[src/rtl/ccr_seq_pkg.sv]
// Shared constants and types for the control-register write-enable sequencer.
// Assumes 8-bit register addresses and data bytes.
package ccr_seq_pkg;
    localparam int unsigned BYTE_W      = 8;
    localparam logic [7:0]  SLV_CTRL_WR = 8'hDE;
    localparam logic [6:0]  SLV_CTRL_ID = 7'h6F;
    localparam logic [7:0]  ST_CLEAR    = 8'h00;
    localparam logic [7:0]  ST_ARM_WE   = 8'h02;
    localparam logic [7:0]  ST_ARM_RWE  = 8'h06;

    typedef enum logic [1:0] {
        ENG_IDLE  = 2'd0,
        ENG_DRAIN = 2'd1,
        ENG_WAIT  = 2'd2
    } eng_state_t;
endpackage

[src/rtl/ccr_txn_capture.sv]
// Follows the transaction events from the 2-wire front-end and buffers one
// write burst aimed at this block. At a clean stop it pulses fin for one cycle.
// fin_addr, fin_cnt and fin_data stay stable until the next start.
// Assumes at most one event input is high per cycle, or else abort > stop > start.
module ccr_txn_capture
    import ccr_seq_pkg::*;
#(
    parameter int MAX_BYTES = 8,
    localparam int CW = $clog2(MAX_BYTES + 1)
) (
    input  logic                        clk,
    input  logic                        rst_n,
    input  logic                        ev_start,
    input  logic                        ev_stop,
    input  logic                        ev_abort,
    input  logic                        ev_slave,
    input  logic [7:0]                  slave_byte,
    input  logic                        ev_addr,
    input  logic [7:0]                  addr_byte,
    input  logic                        ev_data,
    input  logic [7:0]                  data_byte,
    input  logic                        busy,
    output logic                        slv_ack,
    output logic                        fin,
    output logic [7:0]                  fin_addr,
    output logic [CW-1:0]               fin_cnt,
    output logic [MAX_BYTES*BYTE_W-1:0] fin_data
);
    logic          mine_q;
    logic          have_addr_q;
    logic [7:0]    addr_q;
    logic [CW-1:0] cnt_q;
    logic          take_byte;

    // Acknowledge our own device identifier only when no write is in progress.
    always_comb slv_ack = ev_slave && (slave_byte[7:1] == SLV_CTRL_ID) && !busy;

    // A data byte is stored while an address is held and the buffer has room.
    always_comb take_byte = ev_data && !ev_abort && !ev_stop && !ev_start && !ev_slave
                            && !ev_addr && have_addr_q && (cnt_q < CW'(MAX_BYTES));

    // Transaction state: ownership, address capture, byte count and finish pulse.
    always_ff @(posedge clk) begin
        if (!rst_n) begin
            mine_q      <= 1'b0;
            have_addr_q <= 1'b0;
            addr_q      <= '0;
            cnt_q       <= '0;
            fin         <= 1'b0;
        end else begin
            fin <= 1'b0;
            if (ev_abort) begin
                mine_q      <= 1'b0;
                have_addr_q <= 1'b0;
            end else if (ev_stop) begin
                fin         <= mine_q && have_addr_q && (cnt_q != '0);
                mine_q      <= 1'b0;
                have_addr_q <= 1'b0;
            end else if (ev_start) begin
                mine_q      <= 1'b0;
                have_addr_q <= 1'b0;
                cnt_q       <= '0;
            end else if (ev_slave) begin
                mine_q <= slv_ack && (slave_byte == SLV_CTRL_WR);
            end else if (ev_addr && mine_q && !have_addr_q) begin
                have_addr_q <= 1'b1;
                addr_q      <= addr_byte;
            end else if (take_byte) begin
                cnt_q <= cnt_q + CW'(1);
            end
        end
    end

    // One buffer slot per byte position; each slot loads when it is the next free one.
    for (genvar g = 0; g < MAX_BYTES; g++) begin : g_slot
        logic [7:0] slot_q;
        // Load the slot from the incoming byte when the count points at it.
        always_ff @(posedge clk) begin
            if (!rst_n)
                slot_q <= '0;
            else if (take_byte && (cnt_q == CW'(g)))
                slot_q <= data_byte;
        end
        assign fin_data[g*BYTE_W +: BYTE_W] = slot_q;
    end

    assign fin_addr = addr_q;
    assign fin_cnt  = cnt_q;
endmodule

[src/rtl/ccr_status_latches.sv]
// Holds the two volatile unlock latches. It applies finished status writes and
// clears the register-write latch when a nonvolatile cycle completes.
// Assumes a status write and a completion never come in the same cycle.
module ccr_status_latches
    import ccr_seq_pkg::*;
(
    input  logic       clk,
    input  logic       rst_n,
    input  logic       st_wr,
    input  logic [7:0] st_val,
    input  logic       rwel_clr,
    output logic       wel,
    output logic       rwel
);
    // Decode the status value; unknown values leave both latches alone.
    always_ff @(posedge clk) begin
        if (!rst_n) begin
            wel  <= 1'b0;
            rwel <= 1'b0;
        end else if (st_wr) begin
            case (st_val)
                ST_CLEAR: begin
                    wel  <= 1'b0;
                    rwel <= 1'b0;
                end
                ST_ARM_WE:  wel <= 1'b1;
                ST_ARM_RWE: if (wel) rwel <= 1'b1;
                default: ;
            endcase
        end else if (rwel_clr) begin
            rwel <= 1'b0;
        end
    end
endmodule

[src/rtl/ccr_commit_engine.sv]
// Replays a buffered burst as one register write strobe per cycle, then holds
// busy for BUSY_CYCLES cycles. It pulses done in the last busy cycle.
// Assumes go_cnt is at least 1 and already clipped to the register range.
module ccr_commit_engine
    import ccr_seq_pkg::*;
#(
    parameter int MAX_BYTES   = 8,
    parameter int BUSY_CYCLES = 1000,
    localparam int CW = $clog2(MAX_BYTES + 1),
    localparam int TW = $clog2(BUSY_CYCLES + 1)
) (
    input  logic                        clk,
    input  logic                        rst_n,
    input  logic                        go,
    input  logic [7:0]                  go_addr,
    input  logic [CW-1:0]               go_cnt,
    input  logic [MAX_BYTES*BYTE_W-1:0] go_data,
    output logic                        busy,
    output logic                        wr_stb,
    output logic [7:0]                  wr_addr,
    output logic [7:0]                  wr_data,
    output logic                        done
);
    eng_state_t                  state_q;
    logic [CW-1:0]               idx_q;
    logic [CW-1:0]               n_q;
    logic [7:0]                  base_q;
    logic [MAX_BYTES*BYTE_W-1:0] data_q;
    logic [TW-1:0]               timer_q;

    // Outputs decoded from the current phase and byte index.
    always_comb begin
        busy    = (state_q != ENG_IDLE);
        wr_stb  = (state_q == ENG_DRAIN);
        wr_addr = base_q + 8'(idx_q);
        done    = (state_q == ENG_WAIT) && (timer_q == TW'(BUSY_CYCLES - 1));
        wr_data = '0;
        for (int i = 0; i < MAX_BYTES; i++)
            if (idx_q == CW'(i)) wr_data = data_q[i*BYTE_W +: BYTE_W];
    end

    // Phase sequencing: load, drain the bytes, then time out the write cycle.
    always_ff @(posedge clk) begin
        if (!rst_n) begin
            state_q <= ENG_IDLE;
            idx_q   <= '0;
            n_q     <= '0;
            base_q  <= '0;
            data_q  <= '0;
            timer_q <= '0;
        end else begin
            case (state_q)
                ENG_IDLE: if (go) begin
                    state_q <= ENG_DRAIN;
                    idx_q   <= '0;
                    n_q     <= go_cnt;
                    base_q  <= go_addr;
                    data_q  <= go_data;
                end
                ENG_DRAIN: if (idx_q == n_q - CW'(1)) begin
                    state_q <= ENG_WAIT;
                    timer_q <= '0;
                end else begin
                    idx_q <= idx_q + CW'(1);
                end
                ENG_WAIT: if (done) state_q <= ENG_IDLE;
                          else      timer_q <= timer_q + TW'(1);
                default: state_q <= ENG_IDLE;
            endcase
        end
    end
endmodule

[src/rtl/ccr_unlock_seq.sv]
// Top of the control-register write-enable sequencer. It routes finished
// bursts either to the unlock latches (status address) or to the commit engine
// (defined control range, register-write latch set). Everything else is dropped.
// Assumes STATUS_ADDR lies above CCR_LAST and that BUSY_CYCLES is at least 1.
module ccr_unlock_seq
    import ccr_seq_pkg::*;
#(
    parameter int MAX_BYTES   = 8,
    parameter int CCR_LAST    = 19,
    parameter int STATUS_ADDR = 63,
    parameter int BUSY_CYCLES = 1000
) (
    input  logic       clk,
    input  logic       rst_n,
    input  logic       ev_start,
    input  logic       ev_stop,
    input  logic       ev_abort,
    input  logic       ev_slave,
    input  logic [7:0] slave_byte,
    input  logic       ev_addr,
    input  logic [7:0] addr_byte,
    input  logic       ev_data,
    input  logic [7:0] data_byte,
    output logic       slv_ack,
    output logic       wel,
    output logic       rwel,
    output logic       busy,
    output logic       wr_stb,
    output logic [7:0] wr_addr,
    output logic [7:0] wr_data
);
    localparam int CW = $clog2(MAX_BYTES + 1);

    logic                        fin;
    logic [7:0]                  fin_addr;
    logic [CW-1:0]               fin_cnt;
    logic [MAX_BYTES*BYTE_W-1:0] fin_data;
    logic                        is_status, in_range, st_wr, go, eng_busy, done;
    logic [CW-1:0]               clip_cnt;
    int                          room;

    ccr_txn_capture #(.MAX_BYTES(MAX_BYTES)) u_cap (
        .clk(clk), .rst_n(rst_n),
        .ev_start(ev_start), .ev_stop(ev_stop), .ev_abort(ev_abort),
        .ev_slave(ev_slave), .slave_byte(slave_byte),
        .ev_addr(ev_addr), .addr_byte(addr_byte),
        .ev_data(ev_data), .data_byte(data_byte),
        .busy(busy), .slv_ack(slv_ack),
        .fin(fin), .fin_addr(fin_addr), .fin_cnt(fin_cnt), .fin_data(fin_data)
    );

    // Route the finished burst and clip its length to the defined range.
    always_comb begin
        is_status = (fin_addr == 8'(STATUS_ADDR));
        in_range  = (int'(fin_addr) <= CCR_LAST);
        room      = CCR_LAST + 1 - int'(fin_addr);
        clip_cnt  = (int'(fin_cnt) > room) ? CW'(room) : fin_cnt;
        st_wr     = fin && is_status;
        go        = fin && !is_status && in_range && rwel;
        busy      = eng_busy || go;
    end

    ccr_status_latches u_lat (
        .clk(clk), .rst_n(rst_n),
        .st_wr(st_wr), .st_val(fin_data[7:0]), .rwel_clr(done),
        .wel(wel), .rwel(rwel)
    );

    ccr_commit_engine #(.MAX_BYTES(MAX_BYTES), .BUSY_CYCLES(BUSY_CYCLES)) u_eng (
        .clk(clk), .rst_n(rst_n),
        .go(go), .go_addr(fin_addr), .go_cnt(clip_cnt), .go_data(fin_data),
        .busy(eng_busy), .wr_stb(wr_stb), .wr_addr(wr_addr), .wr_data(wr_data),
        .done(done)
    );
endmodule

[config.mk]
export PLATFORM = sky130hd
export DESIGN_NAME = ccr_unlock_seq
export DESIGN_NICKNAME = d
export VERILOG_FILES = /design/src/rtl/ccr_seq_pkg.sv /design/src/rtl/ccr_txn_capture.sv /design/src/rtl/ccr_status_latches.sv /design/src/rtl/ccr_commit_engine.sv /design/src/rtl/ccr_unlock_seq.sv
export SDC_FILE = /design/constraint.sdc
export NUM_CORES = 1
export LEC_CHECK = 0
export BUFFER_PORTS_ARGS = -buffer_cell sky130_fd_sc_hd__buf_2
export CAP_MARGIN = 30
export CORE_MARGIN = 4
export CORE_UTILIZATION = 60
export DETAILED_ROUTE_END_ITERATION = 6
export GPL_ROUTABILITY_DRIVEN = 0
export HOLD_SLACK_MARGIN = 0.08
export PLACE_DENSITY = 0.79
export SLEW_MARGIN = 5
export SYNTH_ARGS = -nofsm -noshare
export SYNTH_HDL_FRONTEND = slang
export SYNTH_HIERARCHICAL = 1
export SYNTH_SLANG_ARGS = --single-unit
[constraint.sdc]
create_clock -name clk -period 5.3 [get_ports clk]
set_input_delay 0 -clock clk [delete_from_list [all_inputs] [get_ports clk]]
set_output_delay 0 -clock clk [all_outputs]
set_load 0.01 [all_outputs]
After elaboration in Yosys (flattened, before gate mapping):

Cells that the tools add are included.

* bits in registers: 173
* input bits: 32
* output and inout port bits: 21
* word-level logic and storage cells: 153

* muxes and demuxes: 28
* reductions and logical operators: 58
* bitwise logic cells: 5
* equality and inequality tests: 32
* order comparisons: 3
* add/sub/neg operators: 6

Operator list (count)
* 8-bit two-way mux: 8
* 4-bit by 3-bit == test with 1-bit output (second input constant): 8
* 4-bit two-way mux: 7
* 1-bit logical AND: 27
* 10-bit two-way mux: 2
* 10-bit one-hot mux with 2 select lines: 1
* 4-bit by 2-bit == test with 1-bit output (second input constant): 4
* 2-bit != test (second input constant): 6
* 3-bit AND reduction: 4
* 2-bit nonzero test: 6
* 10-bit by 1-bit adder with 10-bit output (second input constant): 1
* 10-bit == test (second input constant): 1
* 5-bit AND reduction: 2
* 5-bit by 9-bit > comparator with 1-bit output: 1
* 5-bit by 8-bit subtractor with 9-bit output (first input constant): 1
* 4-bit by 1-bit adder with 4-bit output (second input constant): 2
* 8-bit by 4-bit adder with 8-bit output: 1
* 4-bit by 1-bit == test with 1-bit output (second input constant): 2
* 8-bit by 2-bit == test with 1-bit output (second input constant): 1
* 8-bit by 3-bit == test with 1-bit output (second input constant): 1
* 8-bit by 6-bit == test with 1-bit output (second input constant): 1
* 8-bit == test (second input constant): 1
* 8-bit by 5-bit less-or-equal comparator with 1-bit output (second input constant): 1
* 1-bit logical NOT: 8
* 23 further kinds: 35

Depth between registers and ports, before layout:

Gate-level depths: netlist of the first run.

* depth after elaboration: 12
* depth in mapped cells: 10
* mapped depth without buffers: 10

Hierarchy:

The synthesis of the first run kept the hierarchy.

By module, submodules not included
* ccr_commit_engine: times used 1, area each 4300.4 sq um, sequential area each 1841.8 sq um, cells an instance 580
* ccr_txn_capture: times used 1, area each 3203.1 sq um, sequential area each 1581.5 sq um, cells an instance 307
* ccr_unlock_seq: times used 1, area each 302.8 sq um, sequential area each 0.0 sq um, cells an instance 37
* ccr_status_latches: times used 1, area each 135.1 sq um, sequential area each 40.0 sq um, cells an instance 14

Worst setup path before layout of the first run:

No wires, ideal clock.

* kind: register -> register
* start: register u_cap.addr_q[0] (netlist: u_cap/fin_addr[0])
* end: register u_eng.n_q[1]
* required time: 5168 ps
* path slack: 3213 ps
* library setup time: 132 ps
* data arrival time: 1955 ps
* period minus slack after synthesis: 2087 ps
* stages on the path, launching flop included: 11
* buffers on the path: 0
* cell sequence: dfxtp_1 -> inv_1 -> ha_1 -> inv_1 -> ha_1 -> a21oi_1 -> o21ai_0 -> a21oi_4 -> mux2_4 -> nand2_1 -> a21oi_1

* elaborated cells between the ends (all ways): 10
* those cells by class: add/sub (1); order compare (2); eq/ne (1); mux (1); reduce/logical (5)

RTL lines
* start: declaration: line ccr_txn_capture.sv:31 `logic [7:0] addr_q;`
* start signal: assignment: line ccr_txn_capture.sv:67 `addr_q <= addr_byte;`
* 5-bit by 8-bit subtractor with 9-bit output (*): line ccr_unlock_seq.sv:56 `room = CCR_LAST + 1 - int'(fin_addr);`
* 5-bit by 9-bit > comparator with 1-bit output: line ccr_unlock_seq.sv:57 `clip_cnt = (int'(fin_cnt) > room) ? CW'(room) : fin_cnt;`
* 4-bit two-way mux (*): line ccr_unlock_seq.sv:57
* named net clip_cnt[1]: line ccr_unlock_seq.sv:39 `logic [CW-1:0] clip_cnt;`
* end signal: assignment: line ccr_commit_engine.sv:56 `n_q <= go_cnt;`
* end: declaration: line ccr_commit_engine.sv:26 `logic [CW-1:0] n_q;`

Mark *: on every way through the listed nets, which the timed path passes. The rest lies on a longest branch.
A chain may end at the register's enable or synchronous reset.

Final worst setup path of the first run:

* start: register u_cap.addr_q[2] (netlist: u_cap/fin_addr[2])
* end: register u_cap.mine_q

* cells in the longest elaborated chain, start to end: 9
* elaborated cells between the ends (all ways): 10
* those cells by class: order compare (1); eq/ne (1); reduce/logical (8)

Ends and longest elaborated chain
* parallel branches: the longest is 3 deep, another holds 8-bit by 5-bit less-or-equal comparator with 1-bit output
* 1-bit logical AND (*) (2 in series): line ccr_unlock_seq.sv:59 `go = fin && !is_status && in_range && rwel;`
* named net go: line ccr_unlock_seq.sv:38 `logic is_status, in_range, st_wr, go, eng_busy, done;`
* 1-bit logical OR (*): line ccr_unlock_seq.sv:60 `busy = eng_busy || go;`
* 1-bit logical NOT (*): line ccr_txn_capture.sv:36 `always_comb slv_ack = ev_slave && (slave_byte[7:1] == SLV_CTRL_ID) && !busy;`
* 1-bit logical AND (*): line ccr_txn_capture.sv:36
* 1-bit logical AND (*): line ccr_txn_capture.sv:64 `mine_q <= slv_ack && (slave_byte == SLV_CTRL_WR);`
* end signal: assignment: line ccr_txn_capture.sv:64
* end: declaration: line ccr_txn_capture.sv:29 `logic mine_q;`

Mark *: on every way through the listed nets, which the timed path passes.

==> results.toml, run 1 <==
[sta]
grt_setup_unrepaired = "false"
setup_tns_ns = 0
clock_skew_ns = 0.0124
max_slew.worst_pin.slew_ns = 1.04
finalCritPeriodShare_pct = 61.1
fmax_ghz = 0.309
finalHoldViolCount = 0
min_period_ns = 3.24
relSlewSlack_pct = 30.7
drv_slew = 0
finalSetupViolCount = 0

[worst_setup_path]
crit_path_end_kind = "flip-flop"
critPathKind = "reg2reg"
critPathLaunchType = "flip-flop"
cpPeakStageDelay_ns = 0.57
r2r_start = "u_cap/fin_addr[2]$_SDFFE_PN0P_"
crit_chain = "o21ai_0, and4b_1, or2_2, nand2b_1, or4_1, dlygate4sd3_1, a21oi_1, dlygate4sd3_1"
path_common_cell = "dlygate4sd3_1"
cp.required_ns = 5.68
r2r_cells = 8
startpoint = "u_cap/fin_addr[2]$_SDFFE_PN0P_"
crit_slowest_cell = "dlygate4sd3_1"
cp_max_fo = 7
critical_path_arrival_ns = 3.61

[detailed_routing]
vias = 6747
ant_nets = 0
wl_um = 19800
first_pass_iters = 5
wl_per_cell_um = 16.9
first_iter_violations = 690
via_per_inst = 5.77
drc = 0

[floorplan]
core-area_um2 = 12800
die_area_um2 = 15100
num_rows = 41
die_y_um = 123
initial_core_util_pct = 62.2
die_x_um = 123
io_pins = 53

[synth]
synth_edf_count = 0
ys_seq_area_share_pct = 43.6
synth_ff_type = "dfxtp_1"
syn_area_per_cell_um2 = 8.47
syn_area_um2 = 7940
yosysUniqueCellTypes = 66
synth_seq_cells = 173
async_reset_ff_share_pct = 0
synth_nets = 991
syn-instance-count = 938
ys_warn_count = 6

[hold_path]
holdPathStages = 4
hp-start = "ev_data"
hold_class = "in2reg"

[job]
drv_cap = 0

[grt]
antenna_found_initial = 0
grt_pass1_vias = 6335
grtUsageMet1_pct = 36.9
use_met2_pct = 41.8
grt_first_pass_wirelength_um = 32000
grt_max_degree = 85
overflow = 0
grt_usage_pct = 27.1
grt.met3_usage_pct = 6.22
grt_busiest_layer = "met2"

[cells_and_area]
fin_nets = 1038
final_cell_mix = "281 x nand2_1, 173 x dfxtp_1, 134 x a21oi_1"
final_core_util_pct = 71.5
drive_above_1_share_pct = 12.3
area_growth_syn_to_layout_pct = 15.0
fill_cells = 986
antenna-diode-count = 0
mostFrequentLayoutCell = "nand2_1"

[power_and_ir_drop]
swShare_pct = 21.6
power_switching_mw = 0.573
ir_drop_mv = 0.242
pwr-share-comb_pct = 2.8
p_per_area_nw_per_um2 = 290
seqPwrFrac_pct = 49.0
internal-power_mw = 2.08
power_leakage_nw = 3.67
clkPwrFrac_pct = 48.2

[clock_tree]
htree_levels = 4
numCtsBuffers = 17
cts_tree = "yes"
ctsResizeCount = 0
cts_sinks = 173
clk_pin_slew_ns = 0.06
cts.path.max_buffers = 2
clock_latency_ns = 0.43
root_buffer = "clkbuf_16"

[place]
hpwl_um = 12100
portBuffers = 52

[run_status]
outcome = "finished, final reports clean"
-- critical path: cells and delay by family (launching register included) --
| family | cells | cell delay, ns |
|---|---|---|
| and+or+nand+nor | 4 | 1.27 |
| buffers and inverters | 2 | 1.12 |
| DFF | 1 | 0.48 |
| AOI/OAI and AO/OA | 2 | 0.32 |
-- state kept, by name (all words and copies together), names as in the netlist --
| register | flops |
|---|---|
| u_eng/timer_q | 10 |
| u_lat/rwel | 1 |
| u_eng/state_q | 2 |
| u_cap/fin | 1 |
| u_cap/have_addr_q | 1 |
| u_eng/idx_q | 4 |
| u_eng/base_q | 8 |
| u_cap/fin_cnt | 4 |
| u_lat/wel | 1 |
| u_cap/mine_q | 1 |
| u_cap/g_slot.slot_q | 64 |
| u_cap/fin_addr | 8 |
| u_eng/n_q | 4 |
| u_eng/data_q | 64 |
-- per-stage QoR --
stage	power [mW]	instance area [um2]	setup WS, ns	hold slack (ns)	instances
2_1_floorplan	1.36	7940	3.21	0.0953	938
3_3_place_gp	1.39	8230	2.85	0.251	1110
3_5_place_dp	1.39	8270	2.71	0.257	1113
4_1_cts	2.66	9110	2.13	0.116	1168
5_1_grt	2.73	9140	1.98	0.148	1170
6_report	2.65	9140	2.06	0.154	1170
-- repair_timing --
action,CTS,global route
hold buffers,23,0
setup buffers,0,0
endpoints found under the hold margin,15,0
-- synthesized netlist by cell type, types with 5 or more instances --
cell | count | area share [%]
a21oi_1 | 134 | 8.4
o211ai_1 | 9 | 0.85
ha_1 | 20 | 3.2
xnor2_1 | 8 | 0.88
clkbuf_1 | 49 | 2.3
nand2_1 | 282 | 13
or4_1 | 5 | 0.47
or3_1 | 7 | 0.55
nor2_1 | 13 | 0.61
and3b_1 | 8 | 0.88
inv_1 | 23 | 1.1
nand3_1 | 6 | 0.38
nand4_4 | 7 | 1.9
dfxtp_1 | 173 | 44
o21ai_0 | 18 | 1.1
mux2i_1 | 77 | 9.7
nand3b_1 | 17 | 1.6
nor3_1 | 6 | 0.38
-- area by class of cell --
cell class              instances  area [um2]  area share (%)
clock buffers                  19         443            4.85
clock inverters                13         164            1.79
inverters                      23        86.3           0.945
multi-input cells             685        4170            45.7
flip-flops and latches        173        3460            37.9
well taps                     172         215            2.36
repair buffers                 85         593            6.49
-- kinds of logic (layout without fill, tap and decap cells) --
kind of cell / Yosys count / in the layout / share of synthesized area, %
xor gates and xnor gates: 13 / 13 / 1.62
adders and majority gates: 21 / 21 / 3.40
DFF: 173 / 173 / 43.6
and+or+nand+nor: 384 / 384 / 23.6
AOI/OAI and AO/OA: 189 / 189 / 13.7
muxes: 78 / 78 / 9.89
buffers and inverters: 80 / 140 / 4.22
-- power groups by stage --
stage	clock network (mW)	registers [mW]	logic, mW
after floorplan	0	1.33	0.0324
after global placement	0	1.33	0.0630
after detailed placement	0	1.33	0.0636
after CTS	1.29	1.30	0.0712
after global routing	1.35	1.30	0.0788
final	1.28	1.30	0.0735
-- layer usage --
| metal | routed length [um] | part of all wire (%) | up-vias |
|---|---|---|---|
| li1 | - | - | 3309 |
| met5 | 0 | 0 | - |
| met2 | 9160 | 46 | 227 |
| met3 | 1330 | 6.7 | 32 |
| met1 | 8900 | 45 | 3179 |
| met4 | 435 | 2.2 | 0 |
-- worst paths after layout --
path | slack (ns) | to
min | 0.15 | u_cap/fin_cnt[0]$_SDFFE_PN0P_
max reg2reg | 2.06 | u_cap/mine_q$_SDFFE_PP0P_
max | 2.06 | u_cap/mine_q$_SDFFE_PP0P_
min reg2reg | 0.45 | u_eng/data_q[23]$_SDFFE_PN0P_
No activity file was read; power rests on OpenSTA's default activity.
==> inputs of run 2 (changes only) <==
==> constraint.sdc (replaced) <==
create_clock -name clk -period 3.28 [get_ports clk]
set_input_delay 0 -clock clk [delete_from_list [all_inputs] [get_ports clk]]
set_output_delay 0 -clock clk [all_outputs]
set_load 0.01 [all_outputs]
==> run 2 against run 1 <==
Sequential power up 62%. Final cell count rose by 0.51%. Utilization rose by 0.14 points. Largest power group unchanged. Highest routed layer unchanged. Non-clock buffer count rose by 6. Sequential share of layout area down 0.059 points. Maximum frequency grew 2.2%.
==> results.toml, run 2 (same netlist as run 1, synthesis figures left out) <==
[sta]
setup_ws_ns = 0.111
fmax_ghz = 0.316
clock_skew_ns = 0.00661
relSlewSlack_pct = 38.3
whs_ns = 0.117
finalHoldViolCount = 0
finalSetupViolCount = 0
finalCritPeriodShare_pct = 96.6
max_slew.worst_pin.slew_ns = 0.925
drv_slew = 0
min_period_ns = 3.17
grt_setup_unrepaired = "false"
setup_tns_ns = 0

[clock_tree]
cts.path.max_buffers = 2
numCtsBuffers = 17
root_buffer = "clkbuf_16"
cts_setup_buffers = 0
cts_tree = "yes"
clk_pin_slew_ns = 0.07
clock_latency_ns = 0.43
htree_levels = 4
cts_sinks = 173

[cells_and_area]
stdcell_count = 1176
fin_nets = 1044
area_growth_syn_to_layout_pct = 15.3
reg_top3 = "u_cap/g_slot.slot_q x64, u_eng/data_q x64, u_eng/timer_q x10"
design_area_um2 = 9150
mostFrequentLayoutCell = "nand2_1"
final_core_util_pct = 71.7
drive_above_1_share_pct = 12.8
final_cell_mix = "281 x nand2_1, 172 x dfxtp_1, 134 x a21oi_1"
antenna-diode-count = 0

[floorplan]
io_pins = 53
initial_core_util_pct = 62.2
num_rows = 41
die_x_um = 123
die_area_um2 = 15100
core-area_um2 = 12800
die_y_um = 123

[power_and_ir_drop]
power_leakage_nw = 3.69
p_total_mw = 4.19
internal-power_mw = 3.23
swShare_pct = 23.0
p_per_area_nw_per_um2 = 458
power_switching_mw = 0.963
ir_drop_mv = 0.360
clkPwrFrac_pct = 47.0
pwr-share-comb_pct = 2.9
seqPwrFrac_pct = 50.1

[detailed_routing]
vias = 6767
ant_nets = 0
drc = 0
wl_per_cell_um = 16.9
first_iter_violations = 734
wl_um = 19900
first_pass_iters = 6
via_per_inst = 5.75

[place]
placed_area_um2 = 8330
dp.cells = 1119
hpwl_um = 12700
portBuffers = 52
post-place-ws_ns = 1.02

[worst_setup_path]
cp.required_ns = 3.66
critPathLaunchType = "flip-flop"
crit_slowest_cell = "dlygate4sd3_1"
cp_max_fo = 7
critical_path_arrival_ns = 3.55
critPathBufInv = 2
crit_chain = "o21ai_0, and4b_1, or2_2, nand2b_1, or4_1, dlygate4sd3_1, a21oi_1, dlygate4sd3_1"
path_common_cell = "dlygate4sd3_1"
critPathKind = "reg2reg"
crit_path_end_kind = "flip-flop"
cpPeakStageDelay_ns = 0.57
crit_family = "simple AND/OR/NAND/NOR gates"

[job]
drv_cap = 0

[grt]
grt_max_degree = 64
grt_first_pass_wirelength_um = 31900
antenna_found_initial = 0
grt_pass1_vias = 6109
grt_usage_pct = 27.2
overflow = 0

[hold_path]
hold_class = "in2reg"

[run_status]
outcome = "finished, final reports clean"
==> run 2: final cells by class <==
type	instances	area [um2]
multi-input combinational	685	4170
clock inverter	12	126
timing repair buffer	91	643
clock buffer	20	447
fill	999	3620
sequential	173	3460
inverter	23	86.3
tap	172	215
==> run 2: layer usage <==
metal	routed length, um	part of all wire (%)	global-route usage, %
met2	8930	45	40.5
met4	381	1.9	8.86
met3	1470	7.4	6.59
met5	0	0	0
met1	9110	46	39.0
==> run 2: power groups by stage <==
stage          sequential [mW]  combinational [mW]  clock (mW)
2_1_floorplan             2.15              0.0523           0
3_3_place_gp              2.15               0.103           0
3_5_place_dp              2.15               0.103           0
4_1_cts                   2.10               0.117        1.99
5_1_grt                   2.10               0.129        2.09
6_report                  2.10               0.120        1.97
==> run 2: repair_timing <==
action                     in CTS  in global routing
hold buffers                   23                  0
hold endpoints to repair       30                  0
resized for setup               0                  1
setup endpoints to repair       0                  1
==> run 2: final timing paths <==
| check | slack (ns) | cells past startpoint | endpoint | startpoint |
|---|---|---|---|---|
| min reg2reg | 0.45 | 2 | u_eng/data_q[28]$_SDFFE_PN0P_ | u_cap/g_slot[3].slot_q[4]$_SDFFE_PN0P_ |
| max | 0.11 | 8 | u_cap/mine_q$_SDFFE_PP0P_ | u_cap/fin_addr[3]$_SDFFE_PN0P_ |
| min | 0.12 | 4 | u_cap/g_slot[1].slot_q[6]$_SDFFE_PN0P_ | ev_slave |
| max reg2reg | 0.11 | 8 | u_cap/mine_q$_SDFFE_PP0P_ | u_cap/fin_addr[3]$_SDFFE_PN0P_ |
==> run 2: worst min-delay path: stages <==
cell and delay, ns:
buf_2 0.15, nor4b_4 0.08, nand4_4 0.18, mux2i_1 0.09
==> inputs of run 3 (changes only) <==
--- a/config.mk
+++ b/config.mk
@@ -13,6 +13,7 @@
 export GPL_ROUTABILITY_DRIVEN = 0
 export HOLD_SLACK_MARGIN = 0.08
 export PLACE_DENSITY = 0.79
+export SKIP_LAST_GASP = 1
 export SLEW_MARGIN = 5
 export SYNTH_ARGS = -nofsm -noshare
 export SYNTH_HDL_FRONTEND = slang
==> constraint.sdc (replaced) <==
create_clock -name clk -period 3.28 [get_ports clk]
set_input_delay 0.656 -clock clk [delete_from_list [all_inputs] [get_ports clk]]
set_output_delay 0.656 -clock clk [all_outputs]
set_load 0.01 [all_outputs]
==> run 3 against run 2 <==
Wire length fell by 1.4%. Utilization fell by 1.9 points. Cell area fell by 2.7%. Global-route usage fell by 0.30 points. Non-clock buffer count fell by 27. Via count barely moved. First-iteration DRC count rose by 4.1%. Count of clock-buffer cells in the layout fell by 2. Combinational power fell by 17%. Worst setup slack improved by 0.14 ns. Final cell count fell by 2.3%. Power fell by 0.50%.
==> results.toml, run 3 (same netlist as run 1, synthesis figures left out) <==
[worst_setup_path]
critPathBufInv = 2
path_common_cell = "a21oi_1"
r2r_slack_ns = 0.97
crit_path_end_kind = "primary output"
crit_chain = "inv_1, ha_1, nand3b_1, a21oi_1, a21oi_1, o211ai_1, and3b_1, buf_2"
reg2reg_to = "u_eng/n_q[1]$_SDFFE_PN0P_"
critPathLaunchType = "flip-flop"
critical_path_arrival_ns = 2.37
cp.required_ns = 2.62
critPathKind = "reg2out"
cpPeakStageDelay_ns = 0.55
crit_slowest_cell = "ha_1"
r2r_cells = 10
r2r_start = "u_cap/fin_addr[0]$_SDFFE_PN0P_"
crit_family = "adder cells"
cp_max_fo = 16

[cells_and_area]
reg_top3 = "u_cap/g_slot.slot_q x64, u_eng/data_q x64, u_eng/timer_q x10"
antenna-diode-count = 0
mostFrequentLayoutCell = "nand2_1"
fill_cells = 1018
multi_input_area_um2 = 4170
final_cell_mix = "281 x nand2_1, 173 x dfxtp_1, 134 x a21oi_1"
seq_area_um2 = 3460
fin_nets = 1017
area_growth_syn_to_layout_pct = 12.2
drive_above_1_share_pct = 12.9

[floorplan]
io_pins = 53
die_x_um = 123
num_rows = 41
die_y_um = 123
core-area_um2 = 12800
initial_core_util_pct = 62.2
die_area_um2 = 15100

[grt]
overflow = 0
grt_max_degree = 66
antenna_found_initial = 0
grt_usage_pct = 26.9
grt_first_pass_wirelength_um = 31600
grt_pass1_vias = 6055

[run_status]
outcome = "finished, final reports clean"

[job]
drv_cap = 0

[sta]
relSlewSlack_pct = 41.4
max_slew.worst_pin.slew_ns = 0.878
finalCritPeriodShare_pct = 92.3
clock_skew_ns = 0.00704
min_period_ns = 3.03
whs_ns = 0.452
fmax_ghz = 0.330
grt_setup_unrepaired = "false"
drv_slew = 0
finalSetupViolCount = 0
finalHoldViolCount = 0
setup_tns_ns = 0

[detailed_routing]
vias = 6764
wl_um = 19600
first_iter_violations = 764
ant_nets = 0
first_pass_iters = 5
wl_per_cell_um = 17.1
drc = 0
via_per_inst = 5.89

[power_and_ir_drop]
p_total_mw = 4.17
p_per_area_nw_per_um2 = 468
ir_drop_mv = 0.402
power_leakage_nw = 3.58

[clock_tree]
cts.path.max_buffers = 2
clk_pin_slew_ns = 0.07
numCtsBuffers = 17
htree_levels = 4
cts_setup_buffers = 0
root_buffer = "clkbuf_16"
cts_tree = "yes"
postCtsHoldBufs = 0
cts_sinks = 173
clock_latency_ns = 0.43

[hold_path]
hold_class = "reg2reg"
hp-start = "u_cap/g_slot[5].slot_q[2]$_SDFFE_PN0P_"
holdPathStages = 2
hold-path-endpoint = "u_eng/data_q[42]$_SDFFE_PN0P_"

[place]
hpwl_um = 12900
portBuffers = 52
[run 3: cell types whose count changed in the layout (fill, tap and decap cells not counted), moves of 2 or more]
cell,delta
buf_4,-3
buf_6,-2
clkinv_2,+2
clkinvlp_4,-2
dlygate4sd3_1,-23
inv_6,+2
[run 3: how the worst max path moves through the flow]
stage | startpoint | end | cells after the start
global placement | u_eng/idx_q[1]$_SDFFE_PN0P_ | wr_data[3] | 8
global route | u_eng/idx_q[1]$_SDFFE_PN0P_ | wr_data[6] | 8
CTS | u_eng/idx_q[1]$_SDFFE_PN0P_ | wr_data[3] | 8
finish | u_eng/idx_q[1]$_SDFFE_PN0P_ | wr_data[3] | 8
floorplan | u_eng/idx_q[0]$_SDFFE_PN0P_ | wr_data[5] | 9
detailed placement | u_eng/idx_q[1]$_SDFFE_PN0P_ | wr_data[3] | 8
[run 3: final cells by class]
class                   count  area share [%]
clock buffers              18            4.82
flip-flops and latches    173            38.9
repair buffers             64            4.44
clock inverters            14            1.64
well taps                 172            2.42
inverters                  23           0.969
multi-input cells         685            46.8
[run 3: metal layers]
metal / track usage, % / share of wire [%]
met5: 0 / 0
met4: 6.99 / 1.3
met3: 5.90 / 9.5
met2: 38.3 / 43
met1: 41.3 / 46
[run 3: where the power goes]
group | total (mW) | switching [mW] | internal [mW]
Clock | 1.97 | 0.893 | 1.08
Combinational | 0.100 | 0.0742 | 0.0259
Sequential | 2.10 | 0.00000304 | 2.10
Total | 4.17 | 0.967 | 3.20
[run 3: stage by stage]
step | setup slack (ns) | instance area, um2 | util [%] | std cells
floorplan | 0.906 | 7940 | - | 938
global placement | 0.554 | 8300 | 65.0 | 1116
detailed placement | 0.535 | 8330 | 65.2 | 1117
CTS | 0.0532 | 8910 | 69.7 | 1149
global route | 0.0525 | 8910 | 69.7 | 1149
finish | 0.254 | 8910 | 69.7 | 1149
[run 3: timing repair]
| item | 4_1_cts | 5_1_grt |
|---|---|---|
| resized for setup | 0 | 1 |
| endpoints found under the hold margin | 0 | 0 |
| endpoints found under the setup margin | 0 | 8 |
[run 3: worst register-to-register path, stage by stage, from the launching register on]
cell and delay [ns]:
dfxtp_1 0.46, inv_1 0.10, ha_1 0.31, inv_1 0.05, ha_1 0.30, a21oi_1 0.13
o21ai_0 0.16, a21oi_4 0.25, mux2_4 0.32, nand2_1 0.05, a21oi_1 0.05
